$ cat src/rtl/evmon_pkg.sv
package evmon_pkg;

  localparam int unsigned NUM_CH    = 2;
  localparam int unsigned PRIV_W    = 2;
  localparam int unsigned ADDR_W    = 3;

  // Flag offsets above the threshold field of a control word
  localparam int unsigned F_EDGE    = 0;
  localparam int unsigned F_INV     = 1;
  localparam int unsigned F_KERN    = 2;
  localparam int unsigned F_USER    = 3;
  localparam int unsigned F_IE      = 4;
  localparam int unsigned F_EN      = 5;
  localparam int unsigned NUM_FLAGS = 6;

  typedef enum logic [ADDR_W-1:0] {
    A_CTL0    = 3'd0,
    A_CTL1    = 3'd1,
    A_CNT0_LO = 3'd2,
    A_CNT0_HI = 3'd3,
    A_CNT1_LO = 3'd4,
    A_CNT1_HI = 3'd5,
    A_STATUS  = 3'd6
  } reg_addr_e;

endpackage

$ cat src/rtl/evmon_event_sel.sv
module evmon_event_sel #(
  parameter int NUM_EV   = 4,
  parameter int NUM_LANE = 2,
  parameter int LANE_W   = 3,
  parameter int SEL_W    = 2,
  parameter int SUM_W    = 4
) (
  input  logic [NUM_EV*NUM_LANE*LANE_W-1:0] ev_i,
  input  logic [SEL_W-1:0]                  sel_i,
  input  logic [NUM_LANE-1:0]               umask_i,
  output logic [SUM_W-1:0]                  sum_o
);

  // Sum the lanes of the selected source that the lane mask enables
  always_comb begin
    sum_o = '0;
    for (int l = 0; l < NUM_LANE; l++) begin
      if (umask_i[l]) begin
        sum_o = sum_o + SUM_W'(ev_i[(int'(sel_i) * NUM_LANE + l) * LANE_W +: LANE_W]);
      end
    end
  end

endmodule

$ cat src/rtl/evmon_qualify.sv
module evmon_qualify
  import evmon_pkg::*;
#(
  parameter int SUM_W = 4
) (
  input  logic              clk,
  input  logic              rst,
  input  logic              en_i,
  input  logic              edge_i,
  input  logic              inv_i,
  input  logic              kern_i,
  input  logic              user_i,
  input  logic [PRIV_W-1:0] priv_i,
  input  logic [SUM_W-1:0]  thr_i,
  input  logic [SUM_W-1:0]  cnt_i,
  output logic [SUM_W-1:0]  inc_o,
  output logic              prev_o
);

  logic lvl_ok;
  logic pass;
  logic cond;
  logic prev_q;

  always_comb begin
    lvl_ok = (priv_i == '0) ? kern_i : user_i;
    if (thr_i == '0) begin
      pass = (cnt_i != '0);
    end else if (inv_i) begin
      pass = (cnt_i < thr_i);
    end else begin
      pass = (cnt_i >= thr_i);
    end
    cond = pass & lvl_ok;

    inc_o = '0;
    if (en_i) begin
      if (edge_i) begin
        inc_o = SUM_W'(cond & ~prev_q);
      end else if (thr_i == '0) begin
        inc_o = lvl_ok ? cnt_i : '0;
      end else begin
        inc_o = SUM_W'(cond);
      end
    end
  end

  // Previous condition, forced false while the channel is off
  always_ff @(posedge clk) begin
    if (rst || !en_i) begin
      prev_q <= 1'b0;
    end else begin
      prev_q <= cond;
    end
  end

  assign prev_o = prev_q;

endmodule

$ cat src/rtl/evmon_counter.sv
module evmon_counter #(
  parameter int CNT_W = 40,
  parameter int BUS_W = 32,
  parameter int SUM_W = 4
) (
  input  logic             clk,
  input  logic             rst,
  input  logic [SUM_W-1:0] inc_i,
  input  logic             wr_lo_i,
  input  logic             wr_hi_i,
  input  logic [BUS_W-1:0] wr_data_i,
  output logic [CNT_W-1:0] cnt_o,
  output logic             wrap_o
);

  localparam int HI_W = CNT_W - BUS_W;

  logic [CNT_W-1:0] cnt_q;
  logic [CNT_W:0]   nxt;

  assign nxt = {1'b0, cnt_q} + (CNT_W + 1)'(inc_i);

  // Software write has priority over the increment
  always_ff @(posedge clk) begin
    if (rst) begin
      cnt_q <= '0;
    end else if (wr_lo_i) begin
      cnt_q[BUS_W-1:0] <= wr_data_i;
    end else if (wr_hi_i) begin
      cnt_q[CNT_W-1:BUS_W] <= wr_data_i[HI_W-1:0];
    end else begin
      cnt_q <= nxt[CNT_W-1:0];
    end
  end

  assign wrap_o = nxt[CNT_W] & ~wr_lo_i & ~wr_hi_i;
  assign cnt_o  = cnt_q;

endmodule

$ cat src/rtl/evmon_top.sv
module evmon_top
  import evmon_pkg::*;
#(
  parameter int              NUM_EV   = 4,
  parameter int              NUM_LANE = 2,
  parameter int              LANE_W   = 3,
  parameter int              BUS_W    = 32,
  parameter int              CNT_W    = 40,
  parameter logic [NUM_EV-1:0] ONLY_CH0 = 4'b1000,
  parameter logic [NUM_EV-1:0] ONLY_CH1 = 4'b0100
) (
  input  logic                             clk,
  input  logic                             rst,
  input  logic [PRIV_W-1:0]                priv_i,
  input  logic [NUM_EV*NUM_LANE*LANE_W-1:0] ev_i,
  input  logic                             wr_en_i,
  input  logic [ADDR_W-1:0]                wr_addr_i,
  input  logic [BUS_W-1:0]                 wr_data_i,
  input  logic [ADDR_W-1:0]                rd_addr_i,
  output logic [BUS_W-1:0]                 rd_data_o,
  output logic                             irq_o
);

  localparam int SEL_W  = $clog2(NUM_EV);
  localparam int SUM_W  = LANE_W + $clog2(NUM_LANE);
  localparam int THR_W  = SUM_W;
  localparam int SEL_LO = 0;
  localparam int UM_LO  = SEL_LO + SEL_W;
  localparam int THR_LO = UM_LO + NUM_LANE;
  localparam int FLG_LO = THR_LO + THR_W;
  localparam int CTL_W  = FLG_LO + NUM_FLAGS;

  logic [NUM_CH-1:0][CTL_W-1:0] ctl_all;
  logic [NUM_CH-1:0][CNT_W-1:0] cnt_all;
  logic [NUM_CH-1:0]            wrap_all;
  logic [NUM_CH-1:0]            prev_all;
  logic [NUM_CH-1:0]            ie_all;
  logic [NUM_CH-1:0]            en_all;
  logic [NUM_CH-1:0]            ovf_q;
  logic [NUM_CH-1:0]            ovf_clr;
  logic [BUS_W-1:0]             rd_q;

  for (genvar ch = 0; ch < NUM_CH; ch++) begin : g_ch
    localparam logic [ADDR_W-1:0] A_CTL = ADDR_W'(ch);
    localparam logic [ADDR_W-1:0] A_LO  = ADDR_W'(2 + 2 * ch);
    localparam logic [ADDR_W-1:0] A_HI  = ADDR_W'(3 + 2 * ch);
    localparam logic [NUM_EV-1:0] BARRED = (ch == 0) ? ONLY_CH1 : ONLY_CH0;

    logic             ctl_wr;
    logic             lo_wr;
    logic             hi_wr;
    logic [CTL_W-1:0] new_ctl;
    logic [CTL_W-1:0] ctl_q;
    logic [SUM_W-1:0] ev_sum;
    logic [SUM_W-1:0] inc;

    assign ctl_wr = wr_en_i && (wr_addr_i == A_CTL);
    assign lo_wr  = wr_en_i && (wr_addr_i == A_LO);
    assign hi_wr  = wr_en_i && (wr_addr_i == A_HI);

    // A source barred from this channel lands with the enable cleared
    always_comb begin
      new_ctl = wr_data_i[CTL_W-1:0];
      if (BARRED[new_ctl[SEL_LO +: SEL_W]]) begin
        new_ctl[FLG_LO + F_EN] = 1'b0;
      end
    end

    always_ff @(posedge clk) begin
      if (rst) begin
        ctl_q <= '0;
      end else if (ctl_wr) begin
        ctl_q <= new_ctl;
      end
    end

    evmon_event_sel #(
      .NUM_EV  (NUM_EV),
      .NUM_LANE(NUM_LANE),
      .LANE_W  (LANE_W),
      .SEL_W   (SEL_W),
      .SUM_W   (SUM_W)
    ) u_sel (
      .ev_i   (ev_i),
      .sel_i  (ctl_q[SEL_LO +: SEL_W]),
      .umask_i(ctl_q[UM_LO +: NUM_LANE]),
      .sum_o  (ev_sum)
    );

    evmon_qualify #(
      .SUM_W(SUM_W)
    ) u_qual (
      .clk   (clk),
      .rst   (rst),
      .en_i  (ctl_q[FLG_LO + F_EN]),
      .edge_i(ctl_q[FLG_LO + F_EDGE]),
      .inv_i (ctl_q[FLG_LO + F_INV]),
      .kern_i(ctl_q[FLG_LO + F_KERN]),
      .user_i(ctl_q[FLG_LO + F_USER]),
      .priv_i(priv_i),
      .thr_i (ctl_q[THR_LO +: THR_W]),
      .cnt_i (ev_sum),
      .inc_o (inc),
      .prev_o(prev_all[ch])
    );

    evmon_counter #(
      .CNT_W(CNT_W),
      .BUS_W(BUS_W),
      .SUM_W(SUM_W)
    ) u_cnt (
      .clk      (clk),
      .rst      (rst),
      .inc_i    (inc),
      .wr_lo_i  (lo_wr),
      .wr_hi_i  (hi_wr),
      .wr_data_i(wr_data_i),
      .cnt_o    (cnt_all[ch]),
      .wrap_o   (wrap_all[ch])
    );

    assign ctl_all[ch] = ctl_q;
    assign ie_all[ch]  = ctl_q[FLG_LO + F_IE];
    assign en_all[ch]  = ctl_q[FLG_LO + F_EN];
  end

  // Sticky overflow status, write-one-to-clear; a new wrap wins over a clear
  assign ovf_clr = (wr_en_i && (wr_addr_i == A_STATUS)) ? wr_data_i[NUM_CH-1:0] : '0;

  always_ff @(posedge clk) begin
    if (rst) begin
      ovf_q <= '0;
    end else begin
      ovf_q <= (ovf_q & ~ovf_clr) | wrap_all;
    end
  end

  // Registered read port
  always_ff @(posedge clk) begin
    if (rst) begin
      rd_q <= '0;
    end else begin
      case (rd_addr_i)
        A_CTL0:    rd_q <= BUS_W'(ctl_all[0]);
        A_CTL1:    rd_q <= BUS_W'(ctl_all[1]);
        A_CNT0_LO: rd_q <= cnt_all[0][BUS_W-1:0];
        A_CNT0_HI: rd_q <= BUS_W'(cnt_all[0][CNT_W-1:BUS_W]);
        A_CNT1_LO: rd_q <= cnt_all[1][BUS_W-1:0];
        A_CNT1_HI: rd_q <= BUS_W'(cnt_all[1][CNT_W-1:BUS_W]);
        A_STATUS:  rd_q <= BUS_W'(ovf_q);
        default:   rd_q <= '0;
      endcase
    end
  end

  assign rd_data_o = rd_q;
  assign irq_o     = |(ovf_q & ie_all);

endmodule

$ cat config.mk
export PLATFORM = sky130hd
export DESIGN_NAME = evmon_top
export DESIGN_NICKNAME = d
export VERILOG_FILES = /design/src/rtl/evmon_pkg.sv /design/src/rtl/evmon_event_sel.sv /design/src/rtl/evmon_qualify.sv /design/src/rtl/evmon_counter.sv /design/src/rtl/evmon_top.sv
export SDC_FILE = /design/constraint.sdc
export NUM_CORES = 1
export LEC_CHECK = 0
export BUFFER_PORTS_ARGS = -buffer_cell sky130_fd_sc_hd__buf_4
export CORE_UTILIZATION = 45
export CTS_CLUSTER_SIZE = 24
export DETAILED_ROUTE_END_ITERATION = 8
export GPL_TIMING_DRIVEN = 0
export PLACE_DENSITY = 0.66
export SYNTH_ARGS = -nofsm -noshare
export SYNTH_HDL_FRONTEND = slang
export SYNTH_SLANG_ARGS = --single-unit
$ cat constraint.sdc
create_clock -name clk -period 13 [get_ports clk]
set_clock_uncertainty 0.1 [all_clocks]
set_input_delay 1.3 -clock clk [delete_from_list [all_inputs] [get_ports clk]]
set_output_delay 1.3 -clock clk [all_outputs]
set_load 0.005 [all_outputs]
# Yosys cells after proc, flatten, opt, wreduce, memory -nomap -nowiden
# Cells that the tools add are included.
# word_totals
reg_bits	144
in_bits	67
out_inout_bits	33
# classes
addsub	6
n_lt_le_gt_ge	5
n_shift	4
eq_ne	14
n_mux	32
bitwise	18
n_mul	4
reduce_logical	19
# op_table
op	n
$pmux 32 s7	1
$mux 32	4
$shiftx 24x32->3	4
$add 40x4->41	2
$mul 32x3->32 const B	2
$mux 4	10
$eq 3x3->1 const B	6
$mux 8	2
$eq 3x2->1 const B	4
$mux 1	10
$add 3x1->4 const B	2
$add 3x3->4	2
$and 1x4->4	2
$ge 4x4->1	2
$logic_not 4->1	2
$lt 4x4->1	2
$mul 2x2->4 const B	2
$not 1->4	2
$reduce_bool 4->1	2
$logic_and 1x1->1	7
$and 1x1->1	6
$eq 3x1->1 const B	2
$logic_not 3->1	2
$mux 3	2
12 further kinds	20

# Depth between registers and ports, before layout
# depth
word_depth	16
ltp_mapped	24
mapped_depth_nobuf	23

# Cells and area by module
# A second synthesis with hierarchy kept.
# unflattened
cells_unflattened	1045
area_unflattened_um2	8745.9
# by_module_without_submodules
mod	instances	area_per_inst_um2	cells_each
evmon_top	1	2780.2	323
evmon_counter (g_ch[1].u_cnt)	1	2467.4	308
evmon_counter (g_ch[0].u_cnt)	1	2427.3	308
evmon_event_sel	2	302.8	22
evmon_qualify	2	232.7	31

# Least setup slack after synthesis
# Ideal clock, no wire load.
# synth_timing
kind	in2reg
from	input port ev_i[18]
to	register g_ch[1].u_cnt.cnt_q[18]
path_slack_ns	6.682
path_stages	22
path_buffers	1
arrival_ns	6.144
t_required_ns	12.826
cell_sequence	mux4_2 > and2_1 > ha_1 > fa_1 > xor2_1 > a22oi_1 > inv_1 > ha_1 > a21o_1 > a21o_1 > o221a_2 > a311o_1 > a211oi_1 > ha_1 > inv_1 > fa_1 > nor2b_1 > o31a_1 > clkbuf_1 > nand3_1 > or4_1 > a31oi_1
# synth_via
elab_chain_len	14
word_cells_on_any_way	19
# synth_lines
element	line_no	source
start, declared	evmon_top.sv:15	input logic [NUM_EV*NUM_LANE*LANE_W-1:0] ev_i,
$shiftx 24x32->3	evmon_event_sel.sv:19	sum_o = sum_o + SUM_W'(ev_i[(int'(sel_i) * NUM_LANE + l) * LANE_W +: LANE_W]);
$mux 3	evmon_event_sel.sv:18	if (umask_i[l]) begin
$add 3x3->4	evmon_event_sel.sv:19	
$mux 4 (*)	evmon_event_sel.sv:18	
$ge 4x4->1 / $lt 4x4->1 (equally long branches)	evmon_qualify.sv:32, evmon_qualify.sv:30	
$mux 1	evmon_qualify.sv:29	end else if (inv_i) begin
$mux 1	evmon_qualify.sv:27	if (thr_i == '0) begin
$and 1x1->1	evmon_qualify.sv:34	cond = pass & lvl_ok;
$mux 4 / $and 1x4->4 (equally long branches)	evmon_qualify.sv:40, evmon_qualify.sv:39	
$mux 4 (*)	evmon_qualify.sv:38	if (edge_i) begin
$mux 4 (*)	evmon_qualify.sv:37	if (en_i) begin
$add 40x4->41 (*)	evmon_counter.sv:21	assign nxt = {1'b0, cnt_q} + (CNT_W + 1)'(inc_i);
$mux 32 (*)	evmon_counter.sv:29	end else if (wr_hi_i) begin
$mux 32 (*)	evmon_counter.sv:27	end else if (wr_lo_i) begin
end signal, assigned by index	evmon_counter.sv:28	cnt_q[BUS_W-1:0] <= wr_data_i;
end signal, assigned by index	evmon_counter.sv:30	cnt_q[CNT_W-1:BUS_W] <= wr_data_i[HI_W-1:0];
end signal, assigned	evmon_counter.sv:32	cnt_q <= nxt[CNT_W-1:0];
end, declared	evmon_counter.sv:18	logic [CNT_W-1:0] cnt_q;
# Every way passes the cells marked *; elsewhere a longest branch is shown, timed or not. The select of a mux whose other input is x is not followed.
# A chain may end at the register's enable or synchronous reset.

# Worst setup path in the final report
# layout_timing
from	input port ev_i[6]
to	register g_ch[1].u_cnt.cnt_q[20]
# The elaborated chain is that of the path after synthesis.

==> impl_summary.md <==
Hold path
The worst min-delay path endpoint is g_ch[1].ctl_q[7]. The class of the tightest hold or removal check is register to register. The hold path startpoint is g_ch[1].ctl_q[7]. The worst hold path depth is 2.

Clock network
Gates resized during post-CTS repair numbered 0. The clock tree buffer depth is 2. Counting the buffers created by CTS gives 17. The hold buffer count at CTS is 0. The H-tree level count is 4. The root buffer selected by CTS is clkbuf_16.

The latest clock arrival within the worst-skew pair is 0.44 ns. The number of sinks driven by the clock tree is 144. In this run the post-CTS setup repair buffer count came out at 0. After clock tree synthesis, the clock-pin slew on the worst setup and hold paths is 0.06 ns. TritonCTS built the clock tree.

Synth
After synthesis, the most frequently instantiated cells are 144 x dfxtp_1, 136 x nand2_1, 108 x nor2_1, 70 x a21oi_1, 67 x clkbuf_1. The area share of the leading cell type in the synthesized netlist is 31.7%. The portion of the post-synthesis area used by sequential elements is 31.7%. The number of flops mapped to enable cells by yosys is 0. In the synthesized netlist, the number of instances is 1144. The proportion of register bits with asynchronous set or reset after synthesis is 0%. Yosys instantiated no cell more often than dfxtp_1.

The synthesized netlist occupies a cell area of 0.00908 mm^2. After synthesis, the cell types taking the most area are dfxtp_1 32%, nand2_1 5.6%, nor2_1 4.5%. The commonest register cell after synthesis is dfxtp_1.

After synthesis, the mean cell area works out to 7.94 um^2. Counting every net in the synthesized netlist gives 1239. The cell type contributing the most total cell area after synthesis is dfxtp_1.

The number of library cell types mapped by synthesis is 74. The post-synthesis sequential element count is 144. The number of warnings printed during yosys synthesis is 0.

Power and ir drop
The net switching power of the design is 0.303 mW. The clock network accounts for 47.8% of the total power. The internal power is 0.863 mW.

The leakage power is 3.73 nW. The part of the total power dissipated in sequential elements is 40.5%. The power share of the combinational group is 11.8%. The power density relative to cell area is 108 mW/mm^2. VDD sags by at most 0.0000901 V. The switching share of power is 26.0%.

Routing
The total vias in the final route is 10082. The remaining antenna violation count after routing is 0. After detailed routing, the number of remaining DRC violations is 0. The first-pass iteration count of the detailed router is 6. Dividing the detail-routed via count by the number of cells gives 6.56. The overall routed net length is 37.6 mm. Dividing the detail-routed wire length by the instance count gives 24.5 um. The number of design-rule violations left by the first detailed-router iteration is 1389.

Timing
The highest clock frequency the design can meet is 0.145 GHz. The number of failing setup endpoints in the final timing report is 0. The worst pin sits at a relative slew slack of 32.6%. Setup repair after global routing left no endpoint under its margin.

The number of hold-slack violations in the final timing report came to 0. Counting I/O delays and the setup requirement, the final critical path takes 6.89 ns. The final number of max-transition violations is 0. Setup total negative slack on the finished layout was measured at 0 ns.

Dividing the final minimum period by the clock period gives 53.0%. The slew at the pin with the worst max-slew slack is 1.01 ns.

Setup path
The required time reported for the critical path endpoint is 13.23 ns. The data arrival time of the worst path is 7.12 ns. The reg-to-reg setup timing slack is 6.20 ns. The maximum fanout along the worst path is 10. The kind of end point of the critical path is a register. In this run the critical register-to-register path is launched from g_ch[1].ctl_q[1]. The type of the worst setup path is input port to register.

The number of cells traversed by the worst register-to-register path is 23. The kind of start point of the critical path is an input port. The endpoint identified for the worst register-to-register timing path is g_ch[1].u_cnt.cnt_o[20].

Final layout
In the final layout, the share of cells above drive strength 1 is 14.4%. The post-route core utilization is 54.9%. The sequential cells in the finished layout cover a total of 0.00288 mm^2. The area growth from synthesis to layout is 18.8%. The number of antenna repair diodes is 0. Summing all multi-input logic gate instances after layout gives 0.00576 mm^2. After filler insertion, the fill cell instance count of the layout stands at 1942. The number of nets in the layout is 1355.

The finished cells cover 0.0108 mm^2.

Placed design
Port buffering added 97 buffers. Routability-driven placement finished with a final weighted congestion of 0.986. The half-perimeter wire length of the detailed placement result is 27.9 mm.

The placement-stage cell area is 0.0101 mm^2.

Global route
The wire length of the first global-routing pass is 56.0 mm. The largest net degree at the start of global routing is 17. The fraction of met1 tracks used by global routing is 52.0%. The total routing usage reported by global routing is 37.0%.

The number of antenna violations at the first check in global routing was 0. The via count of the first global-routing pass was 9047. The global route total overflow is 0.

In this run the most used layer during global routing was met2. Global routing used 9.74% of the available met3 tracks. The met2 global-route usage is 53.9%.

Flow run
The tool flagged a number of max-cap violations equal to 0.

Die
The number of placement rows is 51. The area of the core is 0.0197 mm^2. The horizontal die dimension is 144 um. The die covers 0.0208 mm^2. The effective utilization at floorplan is 46.2%. Measured along the y axis, the die boundary spans 144 um.

Pin placement for this block handled 100 I/O pins.

Status
The run finished with clean final reports.
per-layer routing:
layer | share of wire, % | wire, um
met1 | 42 | 15700
met2 | 43 | 16000
met3 | 12 | 4680
met4 | 3.3 | 1250
met5 | 0 | 0
worst max-delay path: stages:
cell and delay [ns]:
buf_4 0.12, mux4_2 0.46, and2_1 0.17, ha_1 0.22
fa_1 0.38, xor2_1 0.17, a22oi_1 0.31, inv_1 0.09
ha_1 0.31, a21o_1 0.20, a21o_1 0.17, o221a_2 0.22
a311o_1 0.33, a211oi_1 0.26, ha_1 0.23, inv_1 0.05
fa_1 0.41, nor2b_1 0.21, o31a_1 0.25, clkbuf_1 0.43
nand4_1 0.30, xor2_1 0.24, a211oi_1 0.29
layout by cell type (no fill, tap or decap), drive strengths merged, types with 8 or more instances in the layout:
cell type,synthesis,final
dfxtp,144,144
nand2,136,136
buf,13,110
nor2,108,108
clkbuf,69,88
a21oi,70,70
nand3,42,42
o21ai,40,40
nand4,37,37
a22oi,32,32
inv,31,31
nor3,31,31
a211oi,29,29
a31oi,26,26
ha,24,24
mux2,22,22
nor4,22,22
and3,20,20
mux2i,19,19
nor2b,16,16
and2,16,16
mux4,15,15
or3,15,15
a311oi,14,14
and4,11,11
or4,9,9
o22ai,8,8
nand2b,8,8
o31ai,8,8
o211ai,8,8
a21o,8,8
metrics by stage:
step / std cells / total power [mW] / setup WS [ns] / hold slack [ns]
floorplan: 1144 / 0.546 / 6.68 / 0.344
global placement: 1506 / 0.610 / 5.91 / 0.352
detailed placement: 1506 / 0.611 / 5.90 / 0.355
CTS: 1536 / 1.16 / 6.28 / 0.363
global route: 1536 / 1.19 / 5.95 / 0.381
finish: 1536 / 1.17 / 6.11 / 0.366
sequential cells by signal, indices dropped and copies added, names as in the netlist:
signal	flops
g_ch.u_cnt.cnt_o	80
rd_data_o	32
g_ch.ctl_q	28
g_ch.u_qual.prev_o	2
ovf_q	2
worst max path at each step:
stage	to	start	cells past startpoint	slack, ns
floorplan	g_ch[1].u_cnt.cnt_o[18]	ev_i[18]	22	6.68
global placement	g_ch[1].u_cnt.cnt_o[20]	ev_i[5]	24	5.91
detailed placement	g_ch[1].u_cnt.cnt_o[20]	ev_i[5]	24	5.90
CTS	g_ch[1].u_cnt.cnt_o[20]	ev_i[5]	24	6.28
global route	g_ch[0].u_cnt.cnt_o[34]	ev_i[6]	21	5.95
finish	g_ch[1].u_cnt.cnt_o[20]	ev_i[6]	23	6.11
kinds of logic after synthesis:
family	after synthesis	synth area share (%)
flops	144	31.7
simple gates	490	27.1
xor+xnor	13	1.25
fa+ha+maj	28	4.19
compound gates	300	22.3
mux	56	8.54
buf+inv	113	4.86
final cells by class:
cell class / count / share of cell area [%]
Multi-Input combinational cell: 887 / 53.4
Sequential cell: 144 / 26.7
Timing Repair Buffer: 97 / 6.75
Clock buffer: 19 / 4.01
Tap cell: 265 / 3.07
Buffer: 82 / 3.01
Clock inverter: 11 / 1.98
Inverter: 31 / 1.08
power by group through the flow:
stage	clock [mW]	combinational, mW	sequential [mW]
after global placement	0	0.130	0.480
after detailed placement	0	0.131	0.480
after CTS	0.558	0.132	0.470
after global routing	0.574	0.145	0.472
final	0.557	0.137	0.472
after floorplan	0	0.0728	0.473
(Power assumes the default switching activity.)
